==> src/rtl/exc_entry_pkg.sv <==
package exc_entry_pkg;

    localparam int WORD_W      = 32;
    localparam int WORD_BYTES  = WORD_W / 8;
    localparam int FRAME_WORDS = 8;
    localparam int FRAME_IDX_W = $clog2(FRAME_WORDS);
    localparam int FRAME_BITS  = FRAME_WORDS * WORD_W;
    localparam logic [WORD_W-1:0] FRAME_BYTES = WORD_W'(FRAME_WORDS * WORD_BYTES);

    typedef enum logic [1:0] {
        ENT_IDLE,
        ENT_STACK,
        ENT_VECTOR
    } ent_state_e;

    typedef struct packed {
        logic [WORD_W-1:0] addr;
        logic [WORD_W-1:0] data;
    } wr_beat_t;

    // Byte address of the issue-th write (issue 0 lands just below top)
    function automatic logic [WORD_W-1:0] slot_addr(
        input logic [WORD_W-1:0]      top,
        input logic [FRAME_IDX_W-1:0] issue
    );
        return top - ((WORD_W'(issue) + WORD_W'(1)) * WORD_W'(WORD_BYTES));
    endfunction

    // Byte address of the vector entry for exception number num
    function automatic logic [WORD_W-1:0] vec_addr(
        input logic [WORD_W-1:0] base,
        input logic [WORD_W-1:0] num
    );
        return base + num * WORD_W'(WORD_BYTES);
    endfunction

endpackage

==> src/rtl/exc_vbase_reg.sv <==
module exc_vbase_reg
    import exc_entry_pkg::*;
#(
    parameter int ALIGN_LSB = 7
) (
    input  logic              clk,
    input  logic              rst,
    input  logic              we,
    input  logic [WORD_W-1:0] wdata,
    output logic [WORD_W-1:0] base
);

    localparam logic [WORD_W-1:0] KEEP_MASK =
        ~((WORD_W'(1) << ALIGN_LSB) - WORD_W'(1));

    always_ff @(posedge clk) begin
        if (rst) begin
            base <= '0;
        end else if (we) begin
            base <= wdata & KEEP_MASK;
        end
    end

endmodule

==> src/rtl/exc_stacker.sv <==
module exc_stacker
    import exc_entry_pkg::*;
(
    input  logic                  clk,
    input  logic                  rst,
    input  logic                  start,
    input  logic [WORD_W-1:0]     sp_in,
    input  logic [FRAME_BITS-1:0] frame_in,
    input  logic                  wr_ready,
    output logic                  wr_req,
    output wr_beat_t              beat,
    output logic                  done,
    output logic [WORD_W-1:0]     sp_new
);

    localparam logic [FRAME_IDX_W-1:0] LAST_IDX = FRAME_IDX_W'(FRAME_WORDS - 1);

    logic [WORD_W-1:0]      frame_q [FRAME_WORDS];
    logic [FRAME_IDX_W-1:0] idx_q;
    logic [FRAME_IDX_W-1:0] slot;
    logic [WORD_W-1:0]      sp_q;
    logic                   active_q;

    for (genvar k = 0; k < FRAME_WORDS; k++) begin : g_frame
        always_ff @(posedge clk) begin
            if (rst) begin
                frame_q[k] <= '0;
            end else if (start) begin
                frame_q[k] <= frame_in[k*WORD_W +: WORD_W];
            end
        end
    end

    always_ff @(posedge clk) begin
        if (rst) begin
            active_q <= 1'b0;
            idx_q    <= '0;
            sp_q     <= '0;
        end else if (start) begin
            active_q <= 1'b1;
            idx_q    <= '0;
            sp_q     <= sp_in;
        end else if (active_q && wr_ready) begin
            if (idx_q == LAST_IDX) begin
                active_q <= 1'b0;
            end
            idx_q <= idx_q + 1'b1;
        end
    end

    // Highest frame word goes out first, at the highest address
    always_comb begin
        slot       = LAST_IDX - idx_q;
        wr_req     = active_q;
        beat.addr  = slot_addr(sp_q, idx_q);
        beat.data  = frame_q[slot];
        done       = active_q && wr_ready && (idx_q == LAST_IDX);
        sp_new     = sp_q - FRAME_BYTES;
    end

endmodule

==> src/rtl/exc_prio_track.sv <==
module exc_prio_track #(
    parameter int NUM_W  = 6,
    parameter int PRIO_W = 3
) (
    input  logic              clk,
    input  logic              rst,
    input  logic              load,
    input  logic              busy,
    input  logic              req_valid,
    input  logic [NUM_W-1:0]  req_num,
    input  logic [PRIO_W-1:0] req_prio,
    output logic [NUM_W-1:0]  cur_num,
    output logic              late
);

    logic [PRIO_W-1:0] cur_prio_q;

    assign late = busy && req_valid && (req_prio < cur_prio_q);

    always_ff @(posedge clk) begin
        if (rst) begin
            cur_num    <= '0;
            cur_prio_q <= '0;
        end else if (load || late) begin
            cur_num    <= req_num;
            cur_prio_q <= req_prio;
        end
    end

endmodule

==> src/rtl/exc_entry_seq.sv <==
module exc_entry_seq
    import exc_entry_pkg::*;
#(
    parameter int NUM_W     = 6,
    parameter int PRIO_W    = 3,
    parameter int ALIGN_LSB = 7
) (
    input  logic                  clk,
    input  logic                  rst,
    input  logic                  req_valid,
    input  logic [NUM_W-1:0]      req_num,
    input  logic [PRIO_W-1:0]     req_prio,
    input  logic [FRAME_BITS-1:0] save_regs,
    input  logic [WORD_W-1:0]     sp_in,
    input  logic                  vbase_we,
    input  logic [WORD_W-1:0]     vbase_wdata,
    output logic                  wr_req,
    output logic [WORD_W-1:0]     wr_addr,
    output logic [WORD_W-1:0]     wr_data,
    input  logic                  wr_ready,
    output logic                  rd_req,
    output logic [WORD_W-1:0]     rd_addr,
    input  logic                  rd_ready,
    input  logic [WORD_W-1:0]     rd_data,
    output logic                  busy,
    output logic [WORD_W-1:0]     sp_out,
    output logic                  sp_upd,
    output logic                  handler_valid,
    output logic [WORD_W-1:0]     handler_addr,
    output logic [NUM_W-1:0]      handler_num
);

    ent_state_e        state_q;
    logic              accept;
    logic              stack_done;
    logic              late;
    logic [NUM_W-1:0]  cur_num;
    logic [WORD_W-1:0] vbase;
    logic [WORD_W-1:0] sp_new;
    wr_beat_t          beat;

    assign busy   = (state_q != ENT_IDLE);
    assign accept = (state_q == ENT_IDLE) && req_valid;

    exc_vbase_reg #(
        .ALIGN_LSB(ALIGN_LSB)
    ) u_vbase (
        .clk   (clk),
        .rst   (rst),
        .we    (vbase_we),
        .wdata (vbase_wdata),
        .base  (vbase)
    );

    exc_stacker u_stack (
        .clk      (clk),
        .rst      (rst),
        .start    (accept),
        .sp_in    (sp_in),
        .frame_in (save_regs),
        .wr_ready (wr_ready),
        .wr_req   (wr_req),
        .beat     (beat),
        .done     (stack_done),
        .sp_new   (sp_new)
    );

    exc_prio_track #(
        .NUM_W  (NUM_W),
        .PRIO_W (PRIO_W)
    ) u_prio (
        .clk       (clk),
        .rst       (rst),
        .load      (accept),
        .busy      (busy),
        .req_valid (req_valid),
        .req_num   (req_num),
        .req_prio  (req_prio),
        .cur_num   (cur_num),
        .late      (late)
    );

    assign wr_addr = beat.addr;
    assign wr_data = beat.data;
    assign rd_req  = (state_q == ENT_VECTOR);
    assign rd_addr = vec_addr(vbase, WORD_W'(cur_num));

    always_ff @(posedge clk) begin
        if (rst) begin
            state_q       <= ENT_IDLE;
            sp_out        <= '0;
            sp_upd        <= 1'b0;
            handler_valid <= 1'b0;
            handler_addr  <= '0;
            handler_num   <= '0;
        end else begin
            sp_upd        <= 1'b0;
            handler_valid <= 1'b0;
            case (state_q)
                ENT_IDLE: begin
                    if (accept) begin
                        state_q <= ENT_STACK;
                    end
                end
                ENT_STACK: begin
                    if (stack_done) begin
                        state_q <= ENT_VECTOR;
                        sp_out  <= sp_new;
                        sp_upd  <= 1'b1;
                    end
                end
                ENT_VECTOR: begin
                    // A replacing request voids the word returned this cycle
                    if (rd_ready && !late) begin
                        handler_addr  <= rd_data & ~WORD_W'(1);
                        handler_valid <= 1'b1;
                        handler_num   <= cur_num;
                        state_q       <= ENT_IDLE;
                    end
                end
                default: state_q <= ENT_IDLE;
            endcase
        end
    end

endmodule

==> config.mk <==
export PLATFORM = sky130hd
export DESIGN_NAME = exc_entry_seq
export DESIGN_NICKNAME = d
export VERILOG_FILES = /design/src/rtl/exc_entry_pkg.sv /design/src/rtl/exc_vbase_reg.sv /design/src/rtl/exc_stacker.sv /design/src/rtl/exc_prio_track.sv /design/src/rtl/exc_entry_seq.sv
export SDC_FILE = /design/constraint.sdc
export NUM_CORES = 1
export LEC_CHECK = 0
export ABC_CLOCK_PERIOD_IN_PS = 6460
export BUFFER_PORTS_ARGS = -buffer_cell sky130_fd_sc_hd__buf_2
export CORE_AREA = 4 4 206 208
export CTS_CLUSTER_DIAMETER = 30
export CTS_CLUSTER_SIZE = 30
export DETAILED_ROUTE_END_ITERATION = 16
export DIE_AREA = 0 0 210 212
export PLACE_DENSITY = 0.74
export SLEW_MARGIN = 10
export SYNTH_ARGS = -nofsm -noshare
export SYNTH_HDL_FRONTEND = slang
export SYNTH_HIERARCHICAL = 1
export SYNTH_SLANG_ARGS = --single-unit
==> constraint.sdc <==
create_clock -name clk -period 6.46 [get_ports clk]
set_clock_uncertainty 0.1 [all_clocks]
set_input_delay 0.323 -clock clk [delete_from_list [all_inputs] [get_ports clk]]
set_output_delay 0.323 -clock clk [all_outputs]
set_load 0.05 [all_outputs]
==> out/summary.json, run 1 <==
{
  "ant_nets": {"value": 0},
  "core_region_area": {"value": 0.04055, "unit": "mm²"},
  "critical_path_class": {"value": "reg2out"},
  "post-dp-hpwl": {"value": 36100, "unit": "µm"},
  "clock.fmax": {"value": 240.0, "unit": "MHz"},
  "ctsHtreeMaxLevel": {"value": 3},
  "design.die.area": {"value": 0.04452, "unit": "mm²"},
  "yosys.area.top_type": {"value": "edfxtp_1"},
  "dp_cells": {"value": 2524},
  "hold_path_class": {"value": "in2reg"},
  "area_delta_synth_final": {"value": 49.26, "unit": "%"},
  "globalRoute.totalOverflow": {"value": 0},
  "wire_length_of_the_first_global_routing_pass": {"value": 94960, "unit": "µm"},
  "tritoncts_num_sinks": {"value": 399},
  "r2r_slack": {"value": 3440, "unit": "ps"},
  "wl_per_cell": {"value": 20.67, "unit": "µm"},
  "finalWeightedCongestion": {"value": 0.9114},
  "cap_violations": {"value": 0},
  "synth-adder-area-share": {"value": 1.141, "unit": "%"},
  "end_kind": {"value": "output port"},
  "route.detailed.drc": {"value": 0},
  "setup_violations": {"value": 0},
  "detail_route.wirelength": {"value": 62910, "unit": "µm"},
  "aggregate_global_route_resource_usage": {"value": 27.23, "unit": "%"},
  "syn_inst": {"value": 1574},
  "synth_top_family_by_area": {"value": "simple AND/OR/NAND/NOR gates"},
  "number_of_synthesized_register_bits": {"value": 399},
  "synth.distinct_cells": {"value": 65},
  "hold_path_endpoint": {"value": "u_prio/cur_prio_q[1]"},
  "timing.hold.worst_path_depth": {"value": 4},
  "synth_compound_area_share": {"value": 4.484, "unit": "%"},
  "layout_cell_share_with_drive_strength_beyond_1": {"value": 32.46, "unit": "%"},
  "worst_ir_drop_vdd": {"value": 0.2952, "unit": "mV"},
  "multiInputGateArea": {"value": 0.007656, "unit": "mm²"},
  "timing_max_transition_violations_final": {"value": 0},
  "p_per_area": {"value": 301.3, "unit": "mW/mm²"},
  "chipHeight": {"value": 212, "unit": "µm"},
  "pin_count_of_the_biggest_net_entering_global_routing": {"value": 257},
  "yosysWarnings": {"value": 6},
  "timing.slew.headroom": {"value": 30.73, "unit": "%"},
  "tightest_slew": {"value": 1039, "unit": "ps"},
  "synth_area_per_cell": {"value": 11.98, "unit": "µm²"},
  "critPathArrivalTime": {"value": 3740, "unit": "ps"},
  "worstPathRequired": {"value": 6040, "unit": "ps"},
  "power_leakage": {"value": 12.20, "unit": "nW"},
  "r2r_start": {"value": "state_q[1]"},
  "crit_path_max_fanout": {"value": 31},
  "synth_xor_xnor_area_share": {"value": 3.761, "unit": "%"},
  "r2r_worst_path_depth": {"value": 6},
  "post_layout_nonfiller_instances": {"value": 3044},
  "proportion_of_register_bits_with_asynchronous_set_or_reset_after_synthesis": {"value": 0, "unit": "%"},
  "dominant_cells_by_area_after_synthesis": {"value": "edfxtp_1 41%, dfxtp_1 15%, and2_1 8.5%, mux4_2 7.6%, nand2_1 3.1%"},
  "layout_worst_path_cycle_share": {"value": 64.49, "unit": "%"},
  "timing_hold_violations_final": {"value": 0},
  "initial_antenna_violation_count": {"value": 4},
  "timing.hold.worst.start": {"value": "req_prio[1]"},
  "starting_density": {"value": 46.51, "unit": "%"},
  "synth.cell_area": {"value": 0.01886, "unit": "mm²"},
  "result_of_the_run": {"value": "finished, final reports clean"},
  "synth_top_area_share": {"value": 40.75, "unit": "%"},
  "critPathLaunchType": {"value": "flop"},
  "ys.flop_type": {"value": "edfxtp_1"},
  "setup-tns-final": {"value": 0, "unit": "ps"},
  "post_cts.resized_instances": {"value": 0},
  "place.port_buffers": {"value": 526},
  "clk_latency": {"value": 600, "unit": "ps"},
  "drt_pass1_iterations": {"value": 5},
  "synth_simple_gate_area_share": {"value": 18.33, "unit": "%"},
  "post_synth_edffs": {"value": 256},
  "final_net_count": {"value": 2816},
  "worst_setup_hold_path_clk_slew": {"value": 50, "unit": "ps"},
  "row_count": {"value": 74},
  "seq_area_frac_synth": {"value": 55.93, "unit": "%"},
  "fillerInstances": {"value": 2593},
  "die_width": {"value": 210, "unit": "µm"},
  "post-place-ws": {"value": 2858, "unit": "ps"},
  "post_synth_mux_area_share": {"value": 12.58, "unit": "%"},
  "first_global_vias": {"value": 17083},
  "timing.final.ws_setup": {"value": 2294, "unit": "ps"},
  "grt_setup_unrepaired": {"value": "false"},
  "clock-root-buffer": {"value": "clkbuf_16"},
  "seqCellArea": {"value": 0.01056, "unit": "mm²"},
  "route.vias.total": {"value": 16102},
  "tritoncts": {"value": "yes"},
  "tritoncts.num_buffers": {"value": 86},
  "final.min_clock_period": {"value": 4166, "unit": "ps"},
  "vias_per_cell": {"value": 5.290},
  "drt-initial-drc-count": {"value": 1364},
  "top_level_i_o_count": {"value": 538},
  "critical_path.reg2reg.endpoint": {"value": "u_stack/frame_q[2][0]"},
  "cts_buffer_depth": {"value": 3}
}
## worst max-delay path: stages (launching register included)
cell and delay [ps]:
dfxtp_4 760, ha_1 270, inv_1 80, ha_1 270, nor2b_1 260, a211oi_1 90, o31ai_1 740, nor2_1 130
xor2_1 250, buf_2 310
## layer usage
layer  vias up  track usage [%]  wire [µm]
met5         -                0          0
met2       858            48.23      32140
met3       180            6.802       5112
met1      7809            31.02      22980
met4         0            13.05       2674
li1       7255                -          -
## per-stage QoR
stage	hold slack [ps]	cell area [µm²]	utilization (%)	total power, mW
5_1_grt	52.03	28150	69.41	8.747
6_report	42.17	28160	69.43	8.482
3_5_place_dp	344.1	21710	53.53	3.963
3_3_place_gp	339.3	21710	53.53	3.939
2_1_floorplan	343.0	18890	-	3.675
4_1_cts	5.983	28140	69.38	8.458
## area by class of cell
type,instances,share of cell area (%)
clock buffer,101,7.986
inverter,21,0.2800
multi-input combinational,1034,27.19
sequential,399,37.50
timing repair buffer,891,22.32
clock inverter,59,2.297
tap,532,2.364
antenna,7,0.06221
## cell usage after synthesis, drive strengths merged, types with 2 or more instances
master	instances
o21ai	24
edfxtp	256
a21oi	80
buf	49
conb	2
nor2	96
and3	2
a211oi	8
xnor2	18
and2	258
nor3	16
and3b	10
clkbuf	77
or2	7
or3	9
mux4	64
o211ai	9
fa	2
ha	14
or4	5
mux2	32
nor4	11
nand2	156
nand4	4
a21boi	2
xor2	63
a31oi	10
nor4b	4
inv	21
nand2b	8
and4	4
dfxtp	143
nor2b	12
mux2i	57
nor3b	13
o31ai	2
nand3	14
nand3b	3
## logic make-up after synthesis
group / after synthesis
compound gates: 142
xor+xnor: 81
fa+ha+maj: 16
buf+inv: 147
flops: 399
mux: 153
other cells: 2
simple gates: 634
## repair_timing
| action | CTS | global route |
|---|---|---|
| setup endpoints to repair | 0 | 0 |
| hold endpoints to repair | 354 | 0 |
| hold buffers | 353 | 0 |
| buffers inserted | 0 | 0 |
## cells in the final DEF (no fill, tap or decap), types with 9 or more instances in the layout
| cell type | Yosys | layout |
|---|---|---|
| a31oi_1 | 10 | 10 |
| buf_2 | 15 | 525 |
| clkbuf_16 | 0 | 86 |
| edfxtp_1 | 256 | 256 |
| a21oi_1 | 80 | 80 |
| nand2_1 | 156 | 156 |
| xor2_1 | 63 | 63 |
| clkbuf_1 | 76 | 11 |
| nor3_1 | 16 | 16 |
| inv_1 | 21 | 21 |
| mux2i_1 | 57 | 57 |
| o211ai_2 | 9 | 9 |
| nor3b_1 | 12 | 12 |
| xnor2_1 | 18 | 18 |
| and2_1 | 256 | 256 |
| nor2b_1 | 12 | 11 |
| inv_6 | 0 | 16 |
| buf_4 | 17 | 11 |
| nor2_1 | 96 | 94 |
| mux4_2 | 64 | 64 |
| nand3_1 | 14 | 14 |
| clkinv_2 | 0 | 9 |
| o21ai_0 | 24 | 24 |
| dlygate4sd3_1 | 0 | 353 |
| dfxtp_1 | 143 | 140 |
| ha_1 | 14 | 14 |
| mux2_2 | 32 | 32 |
| and3b_1 | 10 | 10 |
## how the worst max path moves through the flow
stage	startpoint	to
after floorplan	state_q[1]	u_stack/frame_q[0][0]
after global placement	u_stack/idx_q[0]	wr_addr[31]
after detailed placement	u_stack/idx_q[0]	wr_addr[23]
after CTS	u_stack/idx_q[0]	wr_addr[23]
after global routing	u_stack/idx_q[0]	wr_addr[31]
final	u_stack/idx_q[0]	wr_addr[29]
## sequential cells by signal, summed over array words and instances, names as in the netlist
signal             flops
u_stack/frame_q      256
sp_out                32
u_stack/sp_q          32
handler_addr          31
u_vbase/base          25
handler_num            6
u_prio/cur_num         6
u_prio/cur_prio_q      3
u_stack/idx_q          3
state_q                2
handler_valid          1
sp_upd                 1
u_stack/wr_req         1
## power by group
part           total [mW]  internal, mW  leakage, nW  switching [mW]
Clock                4.35          2.84         1.40            1.51
Combinational        1.16         0.484         6.88           0.678
Sequential           2.97          2.88         3.93          0.0875
Total                8.48          6.21         12.2            2.27
No activity file was read; power rests on OpenSTA's default activity.
==> run 2, diff against run 1 <==
--- a/config.mk
+++ b/config.mk
@@ -5,7 +5,7 @@
 export SDC_FILE = /design/constraint.sdc
 export NUM_CORES = 1
 export LEC_CHECK = 0
-export ABC_CLOCK_PERIOD_IN_PS = 6460
+export ABC_CLOCK_PERIOD_IN_PS = 3900
 export BUFFER_PORTS_ARGS = -buffer_cell sky130_fd_sc_hd__buf_2
 export CORE_AREA = 4 4 206 208
 export CTS_CLUSTER_DIAMETER = 30
==> constraint.sdc (replaced) <==
create_clock -name clk -period 3.9 [get_ports clk]
set_clock_uncertainty 0.1 [all_clocks]
set_input_delay 0.195 -clock clk [delete_from_list [all_inputs] [get_ports clk]]
set_output_delay 0.195 -clock clk [all_outputs]
set_load 0.05 [all_outputs]
==> out/summary.json, run 2 (same netlist as run 1, synthesis figures left out) <==
{
  "result_of_the_run": {"value": "finished, final reports clean"},
  "crit_path_max_fanout": {"value": 5},
  "netSwitchingFraction": {"value": 26.84, "unit": "%"},
  "drt_pass1_iterations": {"value": 5},
  "route.detailed.drc": {"value": 0},
  "crit_path_cell_trace": {"value": "ha_1, inv_1, fa_1, nor2_1, o211a_1, nand3_1, nor4_2, xor2_1, buf_2"},
  "vias_per_cell": {"value": 5.281},
  "pwr-share-seq": {"value": 35.7, "unit": "%"},
  "die_width": {"value": 210, "unit": "µm"},
  "largest-register": {"value": "u_stack/frame_q"},
  "worstPathRequired": {"value": 3610, "unit": "ps"},
  "clk_latency": {"value": 600, "unit": "ps"},
  "timing.final.ws_setup": {"value": 414.1, "unit": "ps"},
  "worst_setup_path_endpoint": {"value": "wr_addr[30]"},
  "chipHeight": {"value": 212, "unit": "µm"},
  "critical_path.max_stage_delay": {"value": 460, "unit": "ps"},
  "r2r_slack": {"value": 920, "unit": "ps"},
  "post_cts.resized_instances": {"value": 0},
  "route.vias.total": {"value": 16124},
  "tightest_slew": {"value": 990.2, "unit": "ps"},
  "timing_max_transition_violations_final": {"value": 0},
  "critical_path_class": {"value": "reg2out"},
  "cts_buffer_depth": {"value": 3},
  "layout_worst_path_cycle_share": {"value": 89.38, "unit": "%"},
  "post_layout_nonfiller_instances": {"value": 3053},
  "timing_hold_violations_final": {"value": 0},
  "design.die.area": {"value": 0.04452, "unit": "mm²"},
  "post-place-ws": {"value": 1027, "unit": "ps"},
  "initial_antenna_violation_count": {"value": 10},
  "aggregate_global_route_resource_usage": {"value": 28.25, "unit": "%"},
  "clock_power_share": {"value": 49.9, "unit": "%"},
  "area_delta_synth_final": {"value": 49.46, "unit": "%"},
  "clock.fmax": {"value": 286.9, "unit": "MHz"},
  "pin_count_of_the_biggest_net_entering_global_routing": {"value": 148},
  "ant_nets": {"value": 0},
  "largest_register_ff_count": {"value": 256},
  "intPower": {"value": 10.07, "unit": "mW"},
  "finalWeightedCongestion": {"value": 0.8698},
  "worst_ir_drop_vdd": {"value": 0.4990, "unit": "mV"},
  "setup_violations": {"value": 0},
  "wl_per_cell": {"value": 21.30, "unit": "µm"},
  "power_leakage": {"value": 12.24, "unit": "nW"},
  "final_net_count": {"value": 2830},
  "post-dp-hpwl": {"value": 37120, "unit": "µm"},
  "timing.critical_path.slowest_stage_cell": {"value": "fa_1"},
  "setup-tns-final": {"value": 0, "unit": "ps"},
  "row_count": {"value": 74},
  "drt-initial-drc-count": {"value": 1274},
  "top_level_i_o_count": {"value": 538},
  "final.min_clock_period": {"value": 3486, "unit": "ps"},
  "timing.slew.headroom": {"value": 33.98, "unit": "%"},
  "end_kind": {"value": "output port"},
  "grt_setup_unrepaired": {"value": "false"},
  "wire_length_of_the_first_global_routing_pass": {"value": 97470, "unit": "µm"},
  "critPathLaunchType": {"value": "flop"},
  "switching_power_of_the_nets": {"value": 3.696, "unit": "mW"},
  "cap_violations": {"value": 0},
  "first_global_vias": {"value": 17182},
  "hold_path_class": {"value": "in2reg"},
  "layout.cells.most_common_list": {"value": "525 x buf_2, 358 x dlygate4sd3_1, 256 x and2_1, 256 x edfxtp_1, 156 x nand2_1"},
  "dp_cells": {"value": 2536},
  "tritoncts": {"value": "yes"},
  "r2r_start": {"value": "state_q[1]"},
  "worst_setup_hold_path_clk_slew": {"value": 40, "unit": "ps"},
  "critPathArrivalTime": {"value": 3190, "unit": "ps"},
  "p_per_area": {"value": 488.4, "unit": "mW/mm²"},
  "ctsHtreeMaxLevel": {"value": 3},
  "starting_density": {"value": 46.51, "unit": "%"},
  "core_region_area": {"value": 0.04055, "unit": "mm²"},
  "tritoncts.num_buffers": {"value": 83},
  "r2r_worst_path_depth": {"value": 8},
  "critical_path.reg2reg.endpoint": {"value": "handler_addr[5]"},
  "comb_power_share": {"value": 14.4, "unit": "%"},
  "clock-root-buffer": {"value": "clkbuf_16"},
  "crit_start": {"value": "u_stack/idx_q[0]"},
  "tritoncts_num_sinks": {"value": 399},
  "globalRoute.totalOverflow": {"value": 0},
  "layout.cells.most_common": {"value": "buf_2"},
  "detail_route.wirelength": {"value": 65040, "unit": "µm"},
  "place.port_buffers": {"value": 526},
  "biggestRegsByFlops": {"value": "u_stack/frame_q: 256 flops, sp_out: 32 flops, u_stack/sp_q: 32 flops"},
  "layout_cell_share_with_drive_strength_beyond_1": {"value": 32.25, "unit": "%"}
}
run 2: critical path: cells and delay by family (launching register included):
family,cells,cell delay [ps]
and+or+nand+nor,3,700
adders and majority gates,2,750
buffers and inverters,2,360
AOI/OAI and AO/OA,1,260
xor gates and xnor gates,1,200
DFF,1,350
run 2: power by group through the flow:
| stage | clock network (mW) | logic (mW) | registers (mW) |
|---|---|---|---|
| floorplan | 0 | 1.16 | 4.92 |
| global placement | 0 | 1.60 | 4.95 |
| detailed placement | 0 | 1.62 | 4.97 |
| CTS | 6.86 | 1.92 | 4.90 |
| global route | 7.19 | 2.09 | 4.93 |
| finish | 6.88 | 1.98 | 4.92 |
run 2: worst min-delay path by stage:
| stage | startpoint | endpoint | slack (ps) | cells past startpoint |
|---|---|---|---|---|
| 4_1_cts | rst | u_prio/cur_num[5] | 10 | 4 |
| 2_1_floorplan | rd_data[10] | handler_addr[10] | 230 | 2 |
| 5_1_grt | rst | u_prio/cur_num[5] | 40 | 4 |
| 3_3_place_gp | vbase_wdata[27] | u_vbase/base[27] | 330 | 3 |
| 6_report | rst | u_prio/cur_num[5] | 50 | 4 |
| 3_5_place_dp | vbase_wdata[10] | u_vbase/base[10] | 340 | 3 |
run 2: repair_timing:
action	CTS	global route
hold buffers	358	0
hold endpoints to repair	365	0
setup buffers	0	0
run 2: layout make-up:
| type | instances | area [µm²] |
|---|---|---|
| antenna | 9 | 22.52 |
| clock buffer | 104 | 2227 |
| clock inverter | 46 | 510.5 |
| fill | 2627 | 12360 |
| inverter | 21 | 78.83 |
| multi-input combinational | 1034 | 7656 |
| sequential | 399 | 10560 |
| tap | 532 | 665.6 |
| timing repair buffer | 908 | 6474 |
run 2: per-layer routing:
| layer | wire, µm | share of wire, % | track usage [%] | up-vias |
|---|---|---|---|---|
| li1 | - | - | - | 7303 |
| met1 | 23050 | 35 | 31.45 | 7705 |
| met2 | 33550 | 52 | 50.76 | 917 |
| met3 | 5385 | 8.3 | 7.098 | 199 |
| met4 | 3061 | 4.7 | 13.68 | 0 |
| met5 | 0 | 0 | 0 | - |
run 2: through the flow:
step                      hold slack, ps  util (%)  power [mW]  area [µm²]
after floorplan                    231.0         -       6.079       18890
after global placement             328.0     53.88       6.550       21850
after detailed placement           339.5     53.88       6.589       21850
after CTS                          12.47     69.47       13.67       28170
after global routing               35.20     69.52       14.21       28190
final                              45.26     69.52       13.77       28190
==> run 3, diff against run 2 <==
--- a/config.mk
+++ b/config.mk
@@ -7,12 +7,14 @@
 export LEC_CHECK = 0
 export ABC_CLOCK_PERIOD_IN_PS = 3900
 export BUFFER_PORTS_ARGS = -buffer_cell sky130_fd_sc_hd__buf_2
-export CORE_AREA = 4 4 206 208
+export CELL_PAD_IN_SITES_DETAIL_PLACEMENT = 0
+export CELL_PAD_IN_SITES_GLOBAL_PLACEMENT = 1
+export CORE_MARGIN = 4
+export CORE_UTILIZATION = 41
 export CTS_CLUSTER_DIAMETER = 30
 export CTS_CLUSTER_SIZE = 30
 export DETAILED_ROUTE_END_ITERATION = 16
-export DIE_AREA = 0 0 210 212
-export PLACE_DENSITY = 0.74
+export PLACE_DENSITY = 0.81
 export SLEW_MARGIN = 10
 export SYNTH_ARGS = -nofsm -noshare
 export SYNTH_HDL_FRONTEND = slang
==> out/summary.json, run 3 (same netlist as run 1, synthesis figures left out) <==
{
  "result_of_the_run": {"value": "finished, final reports clean"},
  "starting_density": {"value": 41.57, "unit": "%"},
  "timing.critical_path.buf_inv": {"value": 2},
  "setup_violations": {"value": 0},
  "placedInstanceArea": {"value": 0.02190, "unit": "mm²"},
  "hold_path_class": {"value": "in2reg"},
  "core_region_area": {"value": 0.04538, "unit": "mm²"},
  "layout_cell_share_with_drive_strength_beyond_1": {"value": 32.46, "unit": "%"},
  "post-place-ws": {"value": 665.8, "unit": "ps"},
  "initial_antenna_violation_count": {"value": 3},
  "tritoncts.num_buffers": {"value": 92},
  "clock-root-buffer": {"value": "clkbuf_16"},
  "top_level_i_o_count": {"value": 538},
  "crit_path_max_fanout": {"value": 5},
  "ctsHtreeMaxLevel": {"value": 3},
  "critPathArrivalTime": {"value": 3230, "unit": "ps"},
  "r2r_worst_path_depth": {"value": 9},
  "intPower": {"value": 11.06, "unit": "mW"},
  "netSwitchingFraction": {"value": 25.37, "unit": "%"},
  "crit_path_cell_trace": {"value": "ha_1, inv_1, fa_1, nor2_1, o211a_1, nand3_1, nor3_1, xor2_1, buf_2"},
  "route.vias.total": {"value": 15759},
  "vias_per_cell": {"value": 4.992},
  "switching_power_of_the_nets": {"value": 3.760, "unit": "mW"},
  "p_per_area": {"value": 511.3, "unit": "mW/mm²"},
  "finalCoreUtilization": {"value": 63.88, "unit": "%"},
  "power_leakage": {"value": 12.61, "unit": "nW"},
  "design.die.area": {"value": 0.04950, "unit": "mm²"},
  "chipHeight": {"value": 222.5, "unit": "µm"},
  "final_net_count": {"value": 2860},
  "cts_buffer_depth": {"value": 3},
  "critical_path.reg2reg.endpoint": {"value": "handler_addr[7]"},
  "critical_path_class": {"value": "reg2out"},
  "tightest_slew": {"value": 1103, "unit": "ps"},
  "tritoncts": {"value": "yes"},
  "route.detailed.drc": {"value": 0},
  "timing_hold_violations_final": {"value": 0},
  "globalRoute.totalOverflow": {"value": 0},
  "wire_length_of_the_first_global_routing_pass": {"value": 95180, "unit": "µm"},
  "biggestRegsByFlops": {"value": "u_stack/frame_q: 256 flops, sp_out: 32 flops, u_stack/sp_q: 32 flops"},
  "r2r_slack": {"value": 1140, "unit": "ps"},
  "worstPathRequired": {"value": 3610, "unit": "ps"},
  "drt-initial-drc-count": {"value": 953},
  "wl_per_cell": {"value": 19.63, "unit": "µm"},
  "ant_nets": {"value": 0},
  "clock.fmax": {"value": 283.5, "unit": "MHz"},
  "setup-tns-final": {"value": 0, "unit": "ps"},
  "pin_count_of_the_biggest_net_entering_global_routing": {"value": 257},
  "detail_route.wirelength": {"value": 61970, "unit": "µm"},
  "r2r_start": {"value": "u_prio/cur_prio_q[2]"},
  "aggregate_global_route_resource_usage": {"value": 24.28, "unit": "%"},
  "layout.cells.most_common_list": {"value": "525 x buf_2, 382 x dlygate4sd3_1, 256 x and2_1, 256 x edfxtp_1, 156 x nand2_1"},
  "timing.slew.headroom": {"value": 26.47, "unit": "%"},
  "clk_latency": {"value": 610, "unit": "ps"},
  "fillerInstances": {"value": 3253},
  "first_global_vias": {"value": 16743},
  "final.min_clock_period": {"value": 3528, "unit": "ps"},
  "pwr-share-seq": {"value": 33.1, "unit": "%"},
  "area_delta_synth_final": {"value": 53.69, "unit": "%"},
  "tritoncts_num_sinks": {"value": 399},
  "comb_power_share": {"value": 13.2, "unit": "%"},
  "layout_worst_path_cycle_share": {"value": 90.45, "unit": "%"},
  "finalPower": {"value": 14.82, "unit": "mW"},
  "timing.critical_path.slowest_stage_cell": {"value": "fa_1"},
  "multiInputGateArea": {"value": 0.007661, "unit": "mm²"},
  "hold_path_endpoint": {"value": "handler_addr[20]"},
  "drt_pass1_iterations": {"value": 5},
  "row_count": {"value": 78},
  "place.port_buffers": {"value": 526},
  "grt_setup_unrepaired": {"value": "false"},
  "layout.cells.most_common": {"value": "buf_2"},
  "critPathLaunchType": {"value": "flop"},
  "post-dp-hpwl": {"value": 38100, "unit": "µm"},
  "timing.hold.worst_path_depth": {"value": 2},
  "worst_setup_hold_path_clk_slew": {"value": 40, "unit": "ps"},
  "worst_ir_drop_vdd": {"value": 0.4432, "unit": "mV"},
  "seqCellArea": {"value": 0.01056, "unit": "mm²"},
  "clock_power_share": {"value": 53.6, "unit": "%"},
  "end_kind": {"value": "output port"},
  "final_cell_area": {"value": 0.02899, "unit": "mm²"},
  "finalWeightedCongestion": {"value": 0.8789},
  "largest_register_ff_count": {"value": 256},
  "timing.final.ws_setup": {"value": 372.3, "unit": "ps"},
  "timing_max_transition_violations_final": {"value": 0},
  "critical_path.max_stage_delay": {"value": 450, "unit": "ps"},
  "cap_violations": {"value": 0},
  "worst_path_dominant_cell_family": {"value": "adder cells"},
  "timing.hold.worst.start": {"value": "rst"},
  "die_width": {"value": 222.5, "unit": "µm"},
  "cp_num_cells": {"value": 9},
  "largest-register": {"value": "u_stack/frame_q"}
}
[run 3: timing repair]
item                                   CTS  global route
gates resized for setup                  0             1
endpoints found under the hold margin  359             0
buffers inserted                         0             1
hold buffers                           382             0
setup endpoints to repair                0             8
[run 3: metrics by stage]
stage                     std cells  hold slack, ps
after detailed placement       2600           338.8
after global placement         2600           327.8
after global routing           3157           68.15
after CTS                      3153           3.083
after floorplan                1580           231.0
final                          3157           57.50
[run 3: how the worst max path moves through the flow]
| stage | slack [ps] | start | end |
|---|---|---|---|
| 2_1_floorplan | 50 | state_q[1] | u_stack/frame_q[0][0] |
| 3_3_place_gp | 620 | u_stack/idx_q[0] | wr_addr[21] |
| 3_5_place_dp | 670 | u_stack/idx_q[0] | wr_addr[21] |
| 4_1_cts | 2 | u_stack/idx_q[0] | wr_addr[21] |
| 5_1_grt | 150 | u_stack/idx_q[0] | wr_addr[22] |
| 6_report | 370 | u_stack/idx_q[0] | wr_addr[22] |
[run 3: metal layers]
layer,routed length (µm),GRT usage [%],vias up
li1,-,-,7359
met1,24280,28.95,7683
met2,31960,43.33,601
met3,4066,5.681,116
met4,1666,8.073,0
met5,0,0,-
[run 3: power groups by stage]
| stage | logic, mW | clock network (mW) | registers (mW) |
|---|---|---|---|
| 2_1_floorplan | 1.16 | 0 | 4.92 |
| 3_5_place_dp | 1.61 | 0 | 4.98 |
| 4_1_cts | 1.93 | 8.03 | 4.90 |
| 6_report | 1.96 | 7.95 | 4.91 |
| 3_3_place_gp | 1.59 | 0 | 4.96 |
| 5_1_grt | 2.09 | 8.29 | 4.93 |
[run 3: worst register-to-register path, stage by stage (launching register included)]
cell and delay, ps:
dfxtp_1 310, inv_1 40, ha_1 170, nand3b_2 320, or2_1 490, a21oi_1 390
nand3b_1 160, buf_4 370, nand2_1 120, a21oi_1 190
[run 3: cell type report]
class	count	area share (%)
Inverter	21	0.2719
Tap cell	600	2.590
Antenna cell	3	0.02590
Sequential cell	399	36.42
Clock inverter	60	2.641
Clock buffer	111	8.541
Multi-Input combinational cell	1034	26.43
Timing Repair Buffer	929	23.08
